`config.mk`:
```
export PLATFORM = sky130hd
export DESIGN_NAME = evt_irq_hub
export DESIGN_NICKNAME = d
export VERILOG_FILES = /design/src/rtl/evt_irq_pkg.sv /design/src/rtl/evt_stat_bank.sv /design/src/rtl/evt_host_port.sv /design/src/rtl/evt_irq_drive.sv /design/src/rtl/evt_irq_hub.sv
export SDC_FILE = /design/constraint.sdc
export NUM_CORES = 1
export LEC_CHECK = 0
export BUFFER_PORTS_ARGS = -buffer_cell sky130_fd_sc_hd__buf_2
export CORE_MARGIN = 2
export CORE_UTILIZATION = 52
export CTS_CLUSTER_SIZE = 8
export DETAILED_ROUTE_END_ITERATION = 8
export GPL_TIMING_DRIVEN = 0
export PLACE_DENSITY = 0.83
export SLEW_MARGIN = 20
export SYNTH_ARGS = -nofsm -noshare
export SYNTH_HDL_FRONTEND = slang
export SYNTH_HIERARCHICAL = 1
export SYNTH_SLANG_ARGS = --single-unit
```
`constraint.sdc`:
```
create_clock -name clk_i -period 1.9 [get_ports clk_i]
set_clock_uncertainty 0.15 [all_clocks]
set_input_delay 0.19 -clock clk_i [delete_from_list [all_inputs] [get_ports clk_i]]
set_output_delay 0.19 -clock clk_i [all_outputs]
set_load 0.01 [all_outputs]
```
`src/rtl/evt_irq_pkg.sv`:
```
package evt_irq_pkg;
  localparam int STAT_W = 8;
  localparam int SEL_W  = 3;

  typedef enum logic [SEL_W-1:0] {
    SEL_STAT_A = 3'd0,
    SEL_STAT_B = 3'd1,
    SEL_MASK_A = 3'd2,
    SEL_MASK_B = 3'd3,
    SEL_MIRROR = 3'd4
  } reg_sel_e;

  // Group A bit roles used by the mirror
  localparam int A_CRC_ERR = 0;
  localparam int A_PKT_OK  = 1;
  localparam int A_PKT_TX  = 2;
  // Group B bit that latches while masked
  localparam int B_LOW_BAT = 2;

  function automatic logic [STAT_W-1:0] stat_next(
    input logic [STAT_W-1:0] cur,
    input logic [STAT_W-1:0] evt,
    input logic [STAT_W-1:0] en,
    input logic [STAT_W-1:0] keep,
    input logic              clr
  );
    logic [STAT_W-1:0] base;
    base = clr ? '0 : cur;
    return base | (evt & (en | keep));
  endfunction

  function automatic logic any_pending(
    input logic [STAT_W-1:0] stat,
    input logic [STAT_W-1:0] en
  );
    return |(stat & en);
  endfunction

  function automatic logic [STAT_W-1:0] mirror_pack(
    input logic sent, input logic tx, input logic crc,
    input logic ok, input logic rx, input logic hunt
  );
    logic [STAT_W-1:0] m;
    m = '0;
    m[0] = sent;
    m[1] = tx;
    m[2] = crc;
    m[3] = ok;
    m[4] = rx;
    m[5] = hunt;
    return m;
  endfunction
endpackage

```
`src/rtl/evt_stat_bank.sv`:
```
module evt_stat_bank
  import evt_irq_pkg::*;
#(
  parameter int             W      = STAT_W,
  parameter logic [W-1:0]   STICKY = '0
) (
  input  logic         clk_i,
  input  logic         rst_ni,
  input  logic [W-1:0] evt_i,
  input  logic [W-1:0] en_i,
  input  logic         clr_i,
  output logic [W-1:0] stat_o,
  output logic [W-1:0] new_set_o
);
  logic [W-1:0] stat_q;
  logic [W-1:0] stat_d;

  always_comb begin
    stat_d    = stat_next(stat_q, evt_i, en_i, STICKY, clr_i);
    new_set_o = stat_d & ~stat_q;
  end

  always_ff @(posedge clk_i or negedge rst_ni) begin
    if (!rst_ni) stat_q <= '0;
    else         stat_q <= stat_d;
  end

  assign stat_o = stat_q;
endmodule

```
`src/rtl/evt_host_port.sv`:
```
module evt_host_port
  import evt_irq_pkg::*;
#(
  parameter int W  = STAT_W,
  parameter int SW = SEL_W
) (
  input  logic          clk_i,
  input  logic          rst_ni,
  input  logic          wr_en_i,
  input  logic          rd_en_i,
  input  logic [SW-1:0] sel_i,
  input  logic [W-1:0]  wdata_i,
  input  logic [W-1:0]  stat_a_i,
  input  logic [W-1:0]  stat_b_i,
  input  logic          tx_busy_i,
  input  logic          rx_pkt_i,
  input  logic          pkt_hunt_i,
  output logic [W-1:0]  mask_a_o,
  output logic [W-1:0]  mask_b_o,
  output logic          clr_a_o,
  output logic          clr_b_o,
  output logic          mirror_rd_o,
  output logic [W-1:0]  rdata_o
);
  logic [W-1:0] mask_a_q;
  logic [W-1:0] mask_b_q;
  logic [W-1:0] mirror;

  always_ff @(posedge clk_i or negedge rst_ni) begin
    if (!rst_ni) begin
      mask_a_q <= '0;
      mask_b_q <= '0;
    end else if (wr_en_i) begin
      if (sel_i == SEL_MASK_A) mask_a_q <= wdata_i;
      if (sel_i == SEL_MASK_B) mask_b_q <= wdata_i;
    end
  end

  always_comb begin
    mirror = mirror_pack(stat_a_i[A_PKT_TX], tx_busy_i, stat_a_i[A_CRC_ERR],
                         stat_a_i[A_PKT_OK], rx_pkt_i, pkt_hunt_i);
    unique case (sel_i)
      SEL_STAT_A: rdata_o = stat_a_i;
      SEL_STAT_B: rdata_o = stat_b_i;
      SEL_MASK_A: rdata_o = mask_a_q;
      SEL_MASK_B: rdata_o = mask_b_q;
      SEL_MIRROR: rdata_o = mirror;
      default:    rdata_o = '0;
    endcase
  end

  assign clr_a_o     = rd_en_i && (sel_i == SEL_STAT_A);
  assign clr_b_o     = rd_en_i && (sel_i == SEL_STAT_B);
  assign mirror_rd_o = rd_en_i && (sel_i == SEL_MIRROR);
  assign mask_a_o    = mask_a_q;
  assign mask_b_o    = mask_b_q;
endmodule

```
`src/rtl/evt_irq_drive.sv`:
```
module evt_irq_drive
  import evt_irq_pkg::*;
#(
  parameter int W = STAT_W
) (
  input  logic [W-1:0] stat_a_i,
  input  logic [W-1:0] stat_b_i,
  input  logic [W-1:0] mask_a_i,
  input  logic [W-1:0] mask_b_i,
  input  logic         route_irq_i,
  input  logic         csn_i,
  input  logic         sdo_data_i,
  output logic         irq_n_o,
  output logic         sdo_o
);
  logic pend;
  assign pend    = any_pending(stat_a_i, mask_a_i) | any_pending(stat_b_i, mask_b_i);
  assign irq_n_o = ~pend;
  assign sdo_o   = (route_irq_i && csn_i) ? irq_n_o : sdo_data_i;
endmodule

```
`src/rtl/evt_irq_hub.sv`:
```
module evt_irq_hub
  import evt_irq_pkg::*;
#(
  parameter int W  = STAT_W,
  parameter int SW = SEL_W
) (
  input  logic          clk_i,
  input  logic          rst_ni,
  input  logic [W-1:0]  evt_a_i,
  input  logic [W-1:0]  evt_b_i,
  input  logic          tx_busy_i,
  input  logic          rx_pkt_i,
  input  logic          pkt_hunt_i,
  input  logic          wr_en_i,
  input  logic          rd_en_i,
  input  logic [SW-1:0] sel_i,
  input  logic [W-1:0]  wdata_i,
  output logic [W-1:0]  rdata_o,
  input  logic          csn_i,
  input  logic          route_irq_i,
  input  logic          sdo_data_i,
  output logic          sdo_o,
  output logic          irq_n_o
);
  localparam int NBANK = 2;
  localparam logic [W-1:0] KEEP_B = W'(1) << B_LOW_BAT;

  logic [NBANK-1:0][W-1:0] evt_v;
  logic [NBANK-1:0][W-1:0] en_v;
  logic [NBANK-1:0][W-1:0] stat_v;
  logic [NBANK-1:0][W-1:0] new_set_v;
  logic [NBANK-1:0]        clr_v;

  logic [W-1:0] stat_a, stat_b, mask_a, mask_b;
  logic         clr_a, clr_b, mirror_rd;

  assign evt_v[0] = evt_a_i;
  assign evt_v[1] = evt_b_i;
  assign en_v[0]  = mask_a;
  assign en_v[1]  = mask_b;
  assign clr_v[0] = clr_a;
  assign clr_v[1] = clr_b;
  assign stat_a   = stat_v[0];
  assign stat_b   = stat_v[1];

  for (genvar g = 0; g < NBANK; g++) begin : g_bank
    evt_stat_bank #(
      .W      (W),
      .STICKY ((g == 1) ? KEEP_B : '0)
    ) u_bank (
      .clk_i     (clk_i),
      .rst_ni    (rst_ni),
      .evt_i     (evt_v[g]),
      .en_i      (en_v[g]),
      .clr_i     (clr_v[g]),
      .stat_o    (stat_v[g]),
      .new_set_o (new_set_v[g])
    );
  end

  evt_host_port #(.W(W), .SW(SW)) u_port (
    .clk_i       (clk_i),
    .rst_ni      (rst_ni),
    .wr_en_i     (wr_en_i),
    .rd_en_i     (rd_en_i),
    .sel_i       (sel_i),
    .wdata_i     (wdata_i),
    .stat_a_i    (stat_a),
    .stat_b_i    (stat_b),
    .tx_busy_i   (tx_busy_i),
    .rx_pkt_i    (rx_pkt_i),
    .pkt_hunt_i  (pkt_hunt_i),
    .mask_a_o    (mask_a),
    .mask_b_o    (mask_b),
    .clr_a_o     (clr_a),
    .clr_b_o     (clr_b),
    .mirror_rd_o (mirror_rd),
    .rdata_o     (rdata_o)
  );

  evt_irq_drive #(.W(W)) u_drive (
    .stat_a_i    (stat_a),
    .stat_b_i    (stat_b),
    .mask_a_i    (mask_a),
    .mask_b_i    (mask_b),
    .route_irq_i (route_irq_i),
    .csn_i       (csn_i),
    .sdo_data_i  (sdo_data_i),
    .irq_n_o     (irq_n_o),
    .sdo_o       (sdo_o)
  );
endmodule

```
=== Word-level counts from Yosys, hierarchy flattened ===
Index checks and enable logic that the tools add are counted.

* Register bits after elaboration: 32
* Input port bits: 37
* Output and inout bits: 10
* Word-level logic and storage cells: 28

* Equal/unequal tests: 4
* Muxes and demuxes: 4
* Bitwise logic cells: 8
* Reduce and logical (&&, ||, !) cells: 8

{| class="wikitable"
|+ Operator list
! cell !! count
|-
| $pmux 8 s5 || 1
|-
| $and 8x8->8 || 4
|-
| $mux 8 || 2
|-
| $or 8x8->8 || 2
|-
| $reduce_or 8->1 || 2
|-
| $eq 3x2->1 const B || 2
|-
| $reduce_and 2->1 || 2
|-
| $eq 3x1->1 const B || 1
|-
| $eq 3x3->1 const B || 1
|-
| $logic_and 1x1->1 || 3
|-
| $logic_not 3->1 || 1
|-
| $mux 1 || 1
|-
| $not 1->1 || 1
|-
| $or 1x1->1 || 1
|}

=== Longest topological paths before layout ===
Gate-level depths: netlist (run 1).

* Depth after elaboration: 5
* Gate-level depth with buffers: 6
* Gate-level depth less buffers: 4

=== By module ===
The synthesis (run 1) kept the hierarchy.

{| class="wikitable"
|+ By module, submodules not included
! module !! instances !! cells an instance !! area each (um^2) !! sequential area each (um^2)
|-
| evt_host_port || 1 || 77 || 993.5 || 400.4
|-
| evt_stat_bank (g_bank[1].u_bank) || 1 || 39 || 331.6 || 200.2
|-
| evt_stat_bank (g_bank[0].u_bank) || 1 || 40 || 330.3 || 200.2
|-
| evt_irq_drive || 1 || 11 || 118.9 || 0.0
|}

=== Worst setup path after synthesis (run 1) ===
Ideal clock, no wire load.

* Path kind: register to output
* Start: reg g_bank[0].u_bank.stat_q[2]
* End: out sdo_o
* Arrival time: 1.227 ns
* Data required time: 1.560 ns
* Path slack: 0.333 ns
* Cell stages (with the launch flop): 5
* Buffers on the path: 0
* Path through: dfrtp_1 -> a22o_1 -> a221oi_2 -> and4_1 -> mux2_1

* Word-level cells in the longest chain between the ends: 5

{| class="wikitable"
|+ Ends and longest elaborated chain
! element !! RTL line !! source
|-
| start: declaration || evt_stat_bank.sv:15 || <nowiki>logic [W-1:0] stat_q;</nowiki>
|-
| start signal: assignment || evt_stat_bank.sv:25 || <nowiki>else stat_q <= stat_d;</nowiki>
|-
| $and 8x8->8 || evt_irq_pkg.sv:36 || <nowiki>return |(stat & en);</nowiki>
|-
| $reduce_or 8->1 || evt_irq_pkg.sv:36 ||
|-
| $or 1x1->1 || evt_irq_drive.sv:17 || <nowiki>assign pend = any_pending(stat_a_i, mask_a_i) | any_pending(stat_b_i, mask_b_i);</nowiki>
|-
| $not 1->1 || evt_irq_drive.sv:18 || <nowiki>assign irq_n_o = ~pend;</nowiki>
|-
| net irq_n_o || evt_irq_hub.sv:23 || <nowiki>output logic irq_n_o</nowiki>
|-
| $mux 1 || evt_irq_drive.sv:19 || <nowiki>assign sdo_o = (route_irq_i && csn_i) ? irq_n_o : sdo_data_i;</nowiki>
|-
| end: declaration || evt_irq_hub.sv:22 || <nowiki>output logic sdo_o,</nowiki>
|}

The timed path passes the listed nets, and every way through them passes these cells.

=== Final worst setup path (run 1) ===
* Start: reg u_port.mask_a_q[2] (netlist: u_port/mask_a_o[2])
* End: out sdo_o

* Word-level cells in the longest chain between the ends: 5

{| class="wikitable"
|+ Ends and longest elaborated chain
! element !! RTL line !! source
|-
| start: declaration || evt_host_port.sv:25 || <nowiki>logic [W-1:0] mask_a_q;</nowiki>
|-
| start signal: assignment || evt_host_port.sv:34 || <nowiki>if (sel_i == SEL_MASK_A) mask_a_q <= wdata_i;</nowiki>
|-
| $and 8x8->8 || evt_irq_pkg.sv:36 ||
|-
| $reduce_or 8->1 || evt_irq_pkg.sv:36 ||
|-
| $or 1x1->1 || evt_irq_drive.sv:17 ||
|-
| $not 1->1 || evt_irq_drive.sv:18 ||
|-
| $mux 1 || evt_irq_drive.sv:19 ||
|}

Every way passes these cells.

==> results of run 1 <==
-- critical path, cell delays in order (launching register included) --
cell and delay, ns:
dfrtp_1 0.42, a22o_1 0.25, a221oi_2 0.20, and4_1 0.26, mux2_4 0.16, buf_6 0.09
-- placed cells by master (no fill, tap or decap), types with 3 or more instances in the layout --
master         count
clkbuf_4           5
a32oi_1            5
a221oi_2           4
dfrtp_1           32
o21ai_0           15
buf_4             12
buf_6              6
a22o_1             4
nand2_1           17
buf_2             44
inv_1             16
dlygate4sd3_1     25
o21ai_1            6
mux2_4            11
mux2_2            12
clkbuf_1           3
a22oi_1            5
-- power by group through the flow --
stage	registers [W]	logic (W)	clock network, W
CTS	0.000954	0.000563	0.000424
global placement	0.000972	0.000438	0
finish	0.000958	0.000635	0.000419
global route	0.000970	0.000682	0.000455
floorplan	0.000932	0.000325	0
detailed placement	0.000981	0.000454	0
-- metrics by stage --
stage               total power (W)  cells  util (%)  hold WS, ns  area [um2]
floorplan                   0.00126    150         -       -0.256        1700
global placement            0.00141    239      64.5        0.108        1980
detailed placement          0.00144    239      64.5        0.132        1980
CTS                         0.00194    280      76.5        0.171        2350
global route                0.00211    285      78.6        0.185        2420
finish                      0.00201    285      78.6        0.191        2420
-- metal layers --
layer  part of all wire (%)  GRT usage, %  up-vias  routed length, um
met5                      0             0        -                  0
met4                    1.5          11.5        0                 70
met3                     10          5.88       14                486
met2                     47          42.4      100               2190
met1                     41          34.6      744               1910
li1                       -             -      718                  -
-- registers in the layout, summed over array words and instances, names as in the netlist --
signal	count
g_bank.u_bank/stat_o	16
u_port/mask_a_o	8
u_port/mask_b_o	8
-- timing repair --
action	in CTS	in global routing
buffers inserted	8	6
resized for setup	1	13
endpoints found under the hold margin	64	0
pin swaps	1	4
endpoints found under the setup margin	3	9
hold buffers	25	0
-- how the worst max path moves through the flow --
stage	start	endpoint	slack (ns)	depth (start not counted)
finish	u_port/mask_a_o[2]	sdo_o	-0.15	5
global route	g_bank[1].u_bank/stat_o[5]	sdo_o	-0.22	5
CTS	g_bank[0].u_bank/stat_o[5]	sdo_o	-0.12	5
detailed placement	sel_i[1]	g_bank[1].u_bank/stat_o[7]	-0.24	5
global placement	sel_i[1]	g_bank[1].u_bank/stat_o[4]	-0.14	5
floorplan	g_bank[0].u_bank/stat_o[2]	sdo_o	0.35	4
-- layout make-up --
| cell class | count | area [um2] |
|---|---|---|
| Fill cell | 207 | 658 |
| Timing Repair Buffer | 83 | 587 |
| Sequential cell | 32 | 801 |
| Clock buffer | 8 | 58.8 |
| Buffer | 5 | 45.0 |
| Tap cell | 44 | 55.1 |
| Multi-Input combinational cell | 96 | 810 |
| Inverter | 17 | 63.8 |
==> impl_metrics.json, run 1 <==
{
  "timing.reg2reg.setup_slack_ns": 0.81,
  "hp-start": "sel_i[2]",
  "min_to": "g_bank[1].u_bank/stat_o[1]",
  "diodes": 0,
  "grt_max_degree": 33,
  "setup_violations": 3,
  "grt_pass1_vias": 1495,
  "slew-limit-headroom_pct": 24.6,
  "viasPerCell": 5.53,
  "die_area_mm2": 0.00375,
  "gp_congestion": 0.826,
  "antenna_found_initial": 0,
  "fin_crit_ns": 2.05,
  "p_leak_nw": 1.18,
  "end_kind": "output pin",
  "worst_slack_ns": -0.152,
  "clk_pin_slew_ns": 0.10,
  "post-place-ws_ns": -0.240,
  "startpoint_type": "flip-flop",
  "dieHeight_um": 61.2,
  "seq_power_share_pct": 47.6,
  "htreeDepth": 2,
  "wirelength_um": 4660,
  "clk_latency_ns": 0.35,
  "vias": 1576,
  "status": "finished, violations left",
  "pwr-share-clk_pct": 20.8,
  "holdPathStages": 3,
  "grt_pass1_wl_um": 6910,
  "cellPowerDensity_mw_per_mm2": 832,
  "tns_ns": -0.244,
  "switching_share_pct": 31.3,
  "drc": 0,
  "syn_to_final_growth_pct": 42.0,
  "fp-row-count": 20,
  "worst_pin_slew_ns": 1.12,
  "rr_startpoint": "u_port/mask_b_o[3]",
  "ant_nets": 0,
  "slew_viol_final": 0,
  "ir_drop_uv": 596,
  "grt_overflow_total": 0,
  "root_buffer": "clkbuf_4",
  "p_comb_share_pct": 31.6,
  "wire_per_inst_um": 16.3,
  "cp.required_ns": 1.56,
  "die_width_um": 61.2,
  "drive_gt1_share_pct": 42.3,
  "first_pass_iters": 5,
  "groute.usage.overall_pct": 26.4,
  "dp_hpwl_um": 2920,
  "min_period_over_period_pct": 108,
  "hold_viol": 0,
  "core-area_mm2": 0.00308,
  "cts_max_path_buffers": 2,
  "cts_tree": "done",
  "port_buffers": 45,
  "rsz0062_at_grt": "true",
  "synth_warnings": 6,
  "r2r_end": "g_bank[1].u_bank/stat_o[3]",
  "drt_iter0_drc": 98,
  "cp_max_fo": 3,
  "finalNetCount": 277,
  "switchingPower_w": 0.000629,
  "syn_avg_cell_area_um2": 11.4,
  "clock-sinks": 32,
  "path_class": "flip-flop to output pin",
  "syn_inst": 150,
  "fmax_mhz": 487,
  "ff2ff_path_depth": 4,
  "io_pins": 47,
  "hold_path.class": "primary input to flip-flop",
  "synth_nets": 187,
  "arrival_ns": 1.71,
  "syn-cell-area_mm2": 0.00170,
  "start_util_pct": 55.4,
  "intPower_w": 0.00138,
  "maxCapViolCount": 0,
  "violations": "negative setup slack",
  "numCtsBuffers": 5
}
No activity file was read; power rests on OpenSTA's default activity.
==> run 2, diff against run 1 <==
--- a/config.mk
+++ b/config.mk
@@ -7,11 +7,11 @@
 export LEC_CHECK = 0
 export BUFFER_PORTS_ARGS = -buffer_cell sky130_fd_sc_hd__buf_2
 export CORE_MARGIN = 2
-export CORE_UTILIZATION = 52
+export CORE_UTILIZATION = 47
 export CTS_CLUSTER_SIZE = 8
 export DETAILED_ROUTE_END_ITERATION = 8
 export GPL_TIMING_DRIVEN = 0
-export PLACE_DENSITY = 0.83
+export PLACE_DENSITY = 0.79
 export SLEW_MARGIN = 20
 export SYNTH_ARGS = -nofsm -noshare
 export SYNTH_HDL_FRONTEND = slang
==> constraint.sdc (replaced) <==
create_clock -name clk_i -period 1.8 [get_ports clk_i]
set_clock_uncertainty 0.15 [all_clocks]
set_input_delay 0.18 -clock clk_i [delete_from_list [all_inputs] [get_ports clk_i]]
set_output_delay 0.18 -clock clk_i [all_outputs]
set_load 0.01 [all_outputs]
==> impl_metrics.json, run 2 (synthesized netlist as in run 1, its figures left out) <==
{
  "port_buffers": 45,
  "dp_hpwl_um": 2810,
  "crit_buf_inv": 1,
  "first_pass_iters": 5,
  "status": "finished, violations left",
  "path_delay_family": "compound AO/OA/AOI/OAI gates",
  "clock-sinks": 32,
  "vias": 1676,
  "grt_max_degree": 33,
  "cpPeakStageDelay_ns": 0.42,
  "numCtsBuffers": 5,
  "end_kind": "output pin",
  "final_common_cell": "buf_2",
  "core-area_mm2": 0.00342,
  "largest_reg_flops": 16,
  "violations": "negative setup slack",
  "final_cell_mix": "buf_2 (45), dfrtp_1 (32), dlygate4sd3_1 (25)",
  "worst_pin_slew_ns": 0.716,
  "dieHeight_um": 64.2,
  "htreeDepth": 2,
  "maxCapViolCount": 0,
  "io_pins": 47,
  "switching_share_pct": 31.3,
  "crit_chain": "a22o_1 > a221oi_2 > and4_1 > mux2_1 > buf_2",
  "clk_latency_ns": 0.34,
  "viasPerCell": 5.72,
  "syn_to_final_growth_pct": 46.8,
  "clk_pin_slew_ns": 0.09,
  "slew_viol_final": 0,
  "finalNetCount": 284,
  "arrival_ns": 1.70,
  "slew-limit-headroom_pct": 52.3,
  "startpoint_type": "flip-flop",
  "start_util_pct": 49.9,
  "drt_iter0_drc": 124,
  "hold_path.class": "primary input to flip-flop",
  "intPower_w": 0.00154,
  "die_width_um": 64.2,
  "die_area_mm2": 0.00412,
  "cp_max_fo": 3,
  "hold_viol": 0,
  "grt_overflow_total": 0,
  "wire_per_inst_um": 18.2,
  "p_leak_nw": 1.22,
  "fmax_mhz": 493,
  "setup_violations": 8,
  "wirelength_um": 5320,
  "antenna_found_initial": 0,
  "tns_ns": -1.03,
  "pwr-share-clk_pct": 20.6,
  "cts_max_path_buffers": 2,
  "seq_power_share_pct": 45.5,
  "drive_gt1_share_pct": 45.3,
  "cts_tree": "done",
  "p_comb_share_pct": 33.9,
  "grt_pass1_wl_um": 7760,
  "timing.reg2reg.setup_slack_ns": 0.61,
  "diodes": 0,
  "rsz0062_at_grt": "true",
  "min_period_over_period_pct": 113,
  "total_power_w": 0.00224,
  "switchingPower_w": 0.000701,
  "slowest_stage": "dfrtp_1",
  "ir_drop_uv": 570,
  "groute.usage.overall_pct": 25.2,
  "worst_slack_ns": -0.229,
  "drc": 0,
  "grt_pass1_vias": 1666,
  "root_buffer": "clkbuf_4",
  "cellPowerDensity_mw_per_mm2": 896,
  "fp-row-count": 21,
  "fin_crit_ns": 2.03,
  "gp_congestion": 0.797,
  "path_class": "flip-flop to output pin",
  "ant_nets": 0,
  "cp.required_ns": 1.47
}
[run 2: cell count changes in the layout (fill, tap and decap cells not counted), moves of 2 or more]
cell and delta:
nor3_2 +2, nor3_1 -2, mux2_2 -2, buf_4 +5, clkbuf_1 -2
[run 2: worst paths after layout]
check | from | to | cells after the start
min reg2reg | u_port/mask_b_o[4] | g_bank[1].u_bank/stat_o[4] | 2
max | g_bank[1].u_bank/stat_o[3] | sdo_o | 5
max reg2reg | u_port/mask_b_o[3] | u_port/mask_b_o[3] | 3
min | sel_i[2] | g_bank[0].u_bank/stat_o[6] | 3
min in group asynchronous | rst_ni | u_port/mask_b_o[7] | 2
max in group asynchronous | rst_ni | u_port/mask_b_o[1] | 2
[run 2: power groups by stage]
stage | sequential, W | clock, W | combinational, W
3_5_place_dp | 0.00103 | 0 | 0.000477
2_1_floorplan | 0.000983 | 0 | 0.000343
6_report | 0.00102 | 0.000461 | 0.000759
5_1_grt | 0.00103 | 0.000506 | 0.000807
4_1_cts | 0.00101 | 0.000459 | 0.000626
3_3_place_gp | 0.00103 | 0 | 0.000464
[run 2: stage by stage]
stage | utilization [%] | cells | setup WS, ns | cell area, um2 | hold WS (ns)
5_1_grt | 73.2 | 293 | -0.323 | 2500 | 0.0884
4_1_cts | 70.0 | 285 | -0.198 | 2390 | 0.153
3_5_place_dp | 58.2 | 241 | -0.301 | 1990 | 0.115
2_1_floorplan | - | 150 | 0.256 | 1700 | -0.266
6_report | 73.2 | 293 | -0.229 | 2500 | 0.0926
3_3_place_gp | 58.2 | 241 | -0.286 | 1990 | 0.113
[run 2: cell type report]
type / instances / area, um2
Buffer: 5 / 45.0
Clock buffer: 7 / 65.1
Fill cell: 221 / 915
Inverter: 17 / 63.8
Multi-Input combinational cell: 96 / 828
Sequential cell: 32 / 801
Tap cell: 46 / 57.6
Timing Repair Buffer: 90 / 641
[run 2: metal layers]
| layer | global-route usage [%] | up-vias | routed length, um |
|---|---|---|---|
| li1 | - | 734 | - |
| met1 | 29.3 | 794 | 2130 |
| met2 | 42.2 | 116 | 2540 |
| met3 | 6.16 | 32 | 377 |
| met4 | 14.6 | 0 | 270 |
| met5 | 0 | - | 0 |
[run 2: repair_timing]
| item | in CTS | in global routing |
|---|---|---|
| hold endpoints to repair | 64 | 0 |
| setup buffers | 12 | 8 |
| endpoints found under the setup margin | 6 | 24 |
| pin swaps | 1 | 5 |
| hold buffers | 25 | 0 |
| gates cloned | 0 | 0 |
| resized for setup | 7 | 12 |
[run 2: worst register-to-register path, delay by kind of cell, from the launching register on]
| family | cells | cell delay [ns] |
|---|---|---|
| flip-flops | 1 | 0.41 |
| buffers and inverters | 2 | 0.26 |
| multiplexers | 1 | 0.27 |
==> run 3, diff against run 2 <==
--- a/config.mk
+++ b/config.mk
@@ -12,6 +12,7 @@
 export DETAILED_ROUTE_END_ITERATION = 8
 export GPL_TIMING_DRIVEN = 0
 export PLACE_DENSITY = 0.79
+export REMOVE_ABC_BUFFERS = 1
 export SLEW_MARGIN = 20
 export SYNTH_ARGS = -nofsm -noshare
 export SYNTH_HDL_FRONTEND = slang
==> impl_metrics.json, run 3 (synthesized netlist as in run 1, its figures left out) <==
{
  "core-area_mm2": 0.00342,
  "worst_pin_slew_ns": 0.905,
  "post-route-util_pct": 67.9,
  "worst_slack_ns": -0.259,
  "slew_viol_final": 0,
  "path_class": "flip-flop to output pin",
  "vias": 1499,
  "maxCapViolCount": 0,
  "dp_hpwl_um": 2820,
  "ir_drop_uv": 552,
  "p_leak_nw": 1.12,
  "pwr-share-clk_pct": 21.1,
  "diodes": 0,
  "cp.required_ns": 1.47,
  "status": "finished, violations left",
  "holdPathStages": 3,
  "syn_to_final_growth_pct": 36.1,
  "grt_pass1_wl_um": 6960,
  "finalNetCount": 267,
  "cellPowerDensity_mw_per_mm2": 873,
  "final_cell_mix": "buf_2 (46), dfrtp_1 (32), dlygate4sd3_1 (25)",
  "cp_max_fo": 2,
  "cts_tree": "done",
  "htreeDepth": 2,
  "switchingPower_w": 0.000617,
  "arrival_ns": 1.73,
  "total_power_w": 0.00203,
  "setup_violations": 6,
  "startpoint_type": "flip-flop",
  "switching_share_pct": 30.5,
  "final_common_cell": "buf_2",
  "fill_cells": 265,
  "tns_ns": -0.616,
  "io_pins": 47,
  "hold_path.class": "primary input to flip-flop",
  "fmax_mhz": 486,
  "rsz0062_at_grt": "true",
  "viasPerCell": 5.41,
  "slew-limit-headroom_pct": 39.2,
  "cts_max_path_buffers": 2,
  "wirelength_um": 4280,
  "grt_max_degree": 33,
  "min_period_over_period_pct": 114,
  "die_width_um": 64.2,
  "ff2ff_path_depth": 2,
  "drt_iter0_drc": 51,
  "hold_viol": 0,
  "drive_gt1_share_pct": 40.7,
  "end_kind": "output pin",
  "p_comb_share_pct": 28.9,
  "antenna_found_initial": 0,
  "fp-row-count": 21,
  "numCtsBuffers": 5,
  "first_pass_iters": 4,
  "port_buffers": 46,
  "clk_pin_slew_ns": 0.09,
  "clk_latency_ns": 0.33,
  "violations": "negative setup slack",
  "wire_per_inst_um": 15.4,
  "clock-sinks": 32,
  "seq_power_share_pct": 50.0,
  "layout.cells.non_filler": 277,
  "intPower_w": 0.00141,
  "largest_reg_flops": 16,
  "grt_overflow_total": 0,
  "root_buffer": "clkbuf_4",
  "grt_pass1_vias": 1534,
  "ant_nets": 0,
  "dieHeight_um": 64.2,
  "dp_cells": 237,
  "fin_crit_ns": 2.06,
  "drc": 0,
  "gp_congestion": 0.756,
  "groute.usage.overall_pct": 22.4,
  "die_area_mm2": 0.00412,
  "start_util_pct": 49.9
}
-- run 3: changes by cell type in the layout (fill, tap and decap cells not counted), moves of 4 or more --
cell    change
buf_6       -7
mux2_2      +4
buf_4      -10
mux2_4      -4
-- run 3: routing by layer --
metal	GRT usage (%)	up-vias	wire [um]	share of wire, %
met4	10.1	0	108	2.5
met2	38.0	54	2140	50
met1	27.5	731	1790	42
met5	0	-	0	0
met3	4.40	12	230	5.4
li1	-	702	-	-
-- run 3: critical path, cell delays in order, from the launching register on --
cell,delay [ns]
dfrtp_1,0.40
a22o_1,0.27
a221oi_2,0.21
and4_1,0.26
mux2_1,0.13
buf_2,0.12
-- run 3: what timing repair did --
action / in CTS / in global routing
gates resized for setup: 2 / 8
hold buffers: 25 / 0
setup endpoints to repair: 4 / 17
endpoints found under the hold margin: 64 / 0
setup buffers: 4 / 3
pin swaps: 1 / 2
-- run 3: path summary, 6_finish.rpt --
kind                                    start                         end  slack, ns
max                        u_port/mask_a_o[5]                       sdo_o      -0.26
min                                  sel_i[2]  g_bank[1].u_bank/stat_o[0]       0.22
max reg2reg                u_port/mask_a_o[1]          u_port/mask_a_o[1]       0.72
min reg2reg                u_port/mask_b_o[5]  g_bank[1].u_bank/stat_o[5]       0.40
max in group asynchronous              rst_ni          u_port/mask_b_o[1]       0.78
min in group asynchronous              rst_ni          u_port/mask_b_o[6]       0.27
-- run 3: through the flow --
step	hold WS [ns]	setup slack [ns]	instance area, um2
2_1_floorplan	-0.266	0.256	1660
3_3_place_gp	0.111	-0.278	1950
6_report	0.222	-0.259	2320
3_5_place_dp	0.116	-0.348	1950
5_1_grt	0.232	-0.306	2320
4_1_cts	0.258	-0.242	2280
-- run 3: layout make-up --
| cell class | count | area, um2 | area share (%) |
|---|---|---|---|
| clock buffer | 8 | 58.8 | 2.54 |
| inverter | 17 | 63.8 | 2.75 |
| multi-input combinational | 96 | 806 | 34.7 |
| sequential | 32 | 801 | 34.5 |
| tap | 46 | 57.6 | 2.48 |
| timing repair buffer | 78 | 533 | 23.0 |
-- run 3: power by group through the flow --
stage / Clock (W) / Sequential (W) / Combinational [W]
floorplan: 0 / 0.000983 / 0.000329
global placement: 0 / 0.00103 / 0.000458
detailed placement: 0 / 0.00103 / 0.000472
CTS: 0.000436 / 0.00101 / 0.000554
global route: 0.000462 / 0.00103 / 0.000639
finish: 0.000428 / 0.00101 / 0.000585
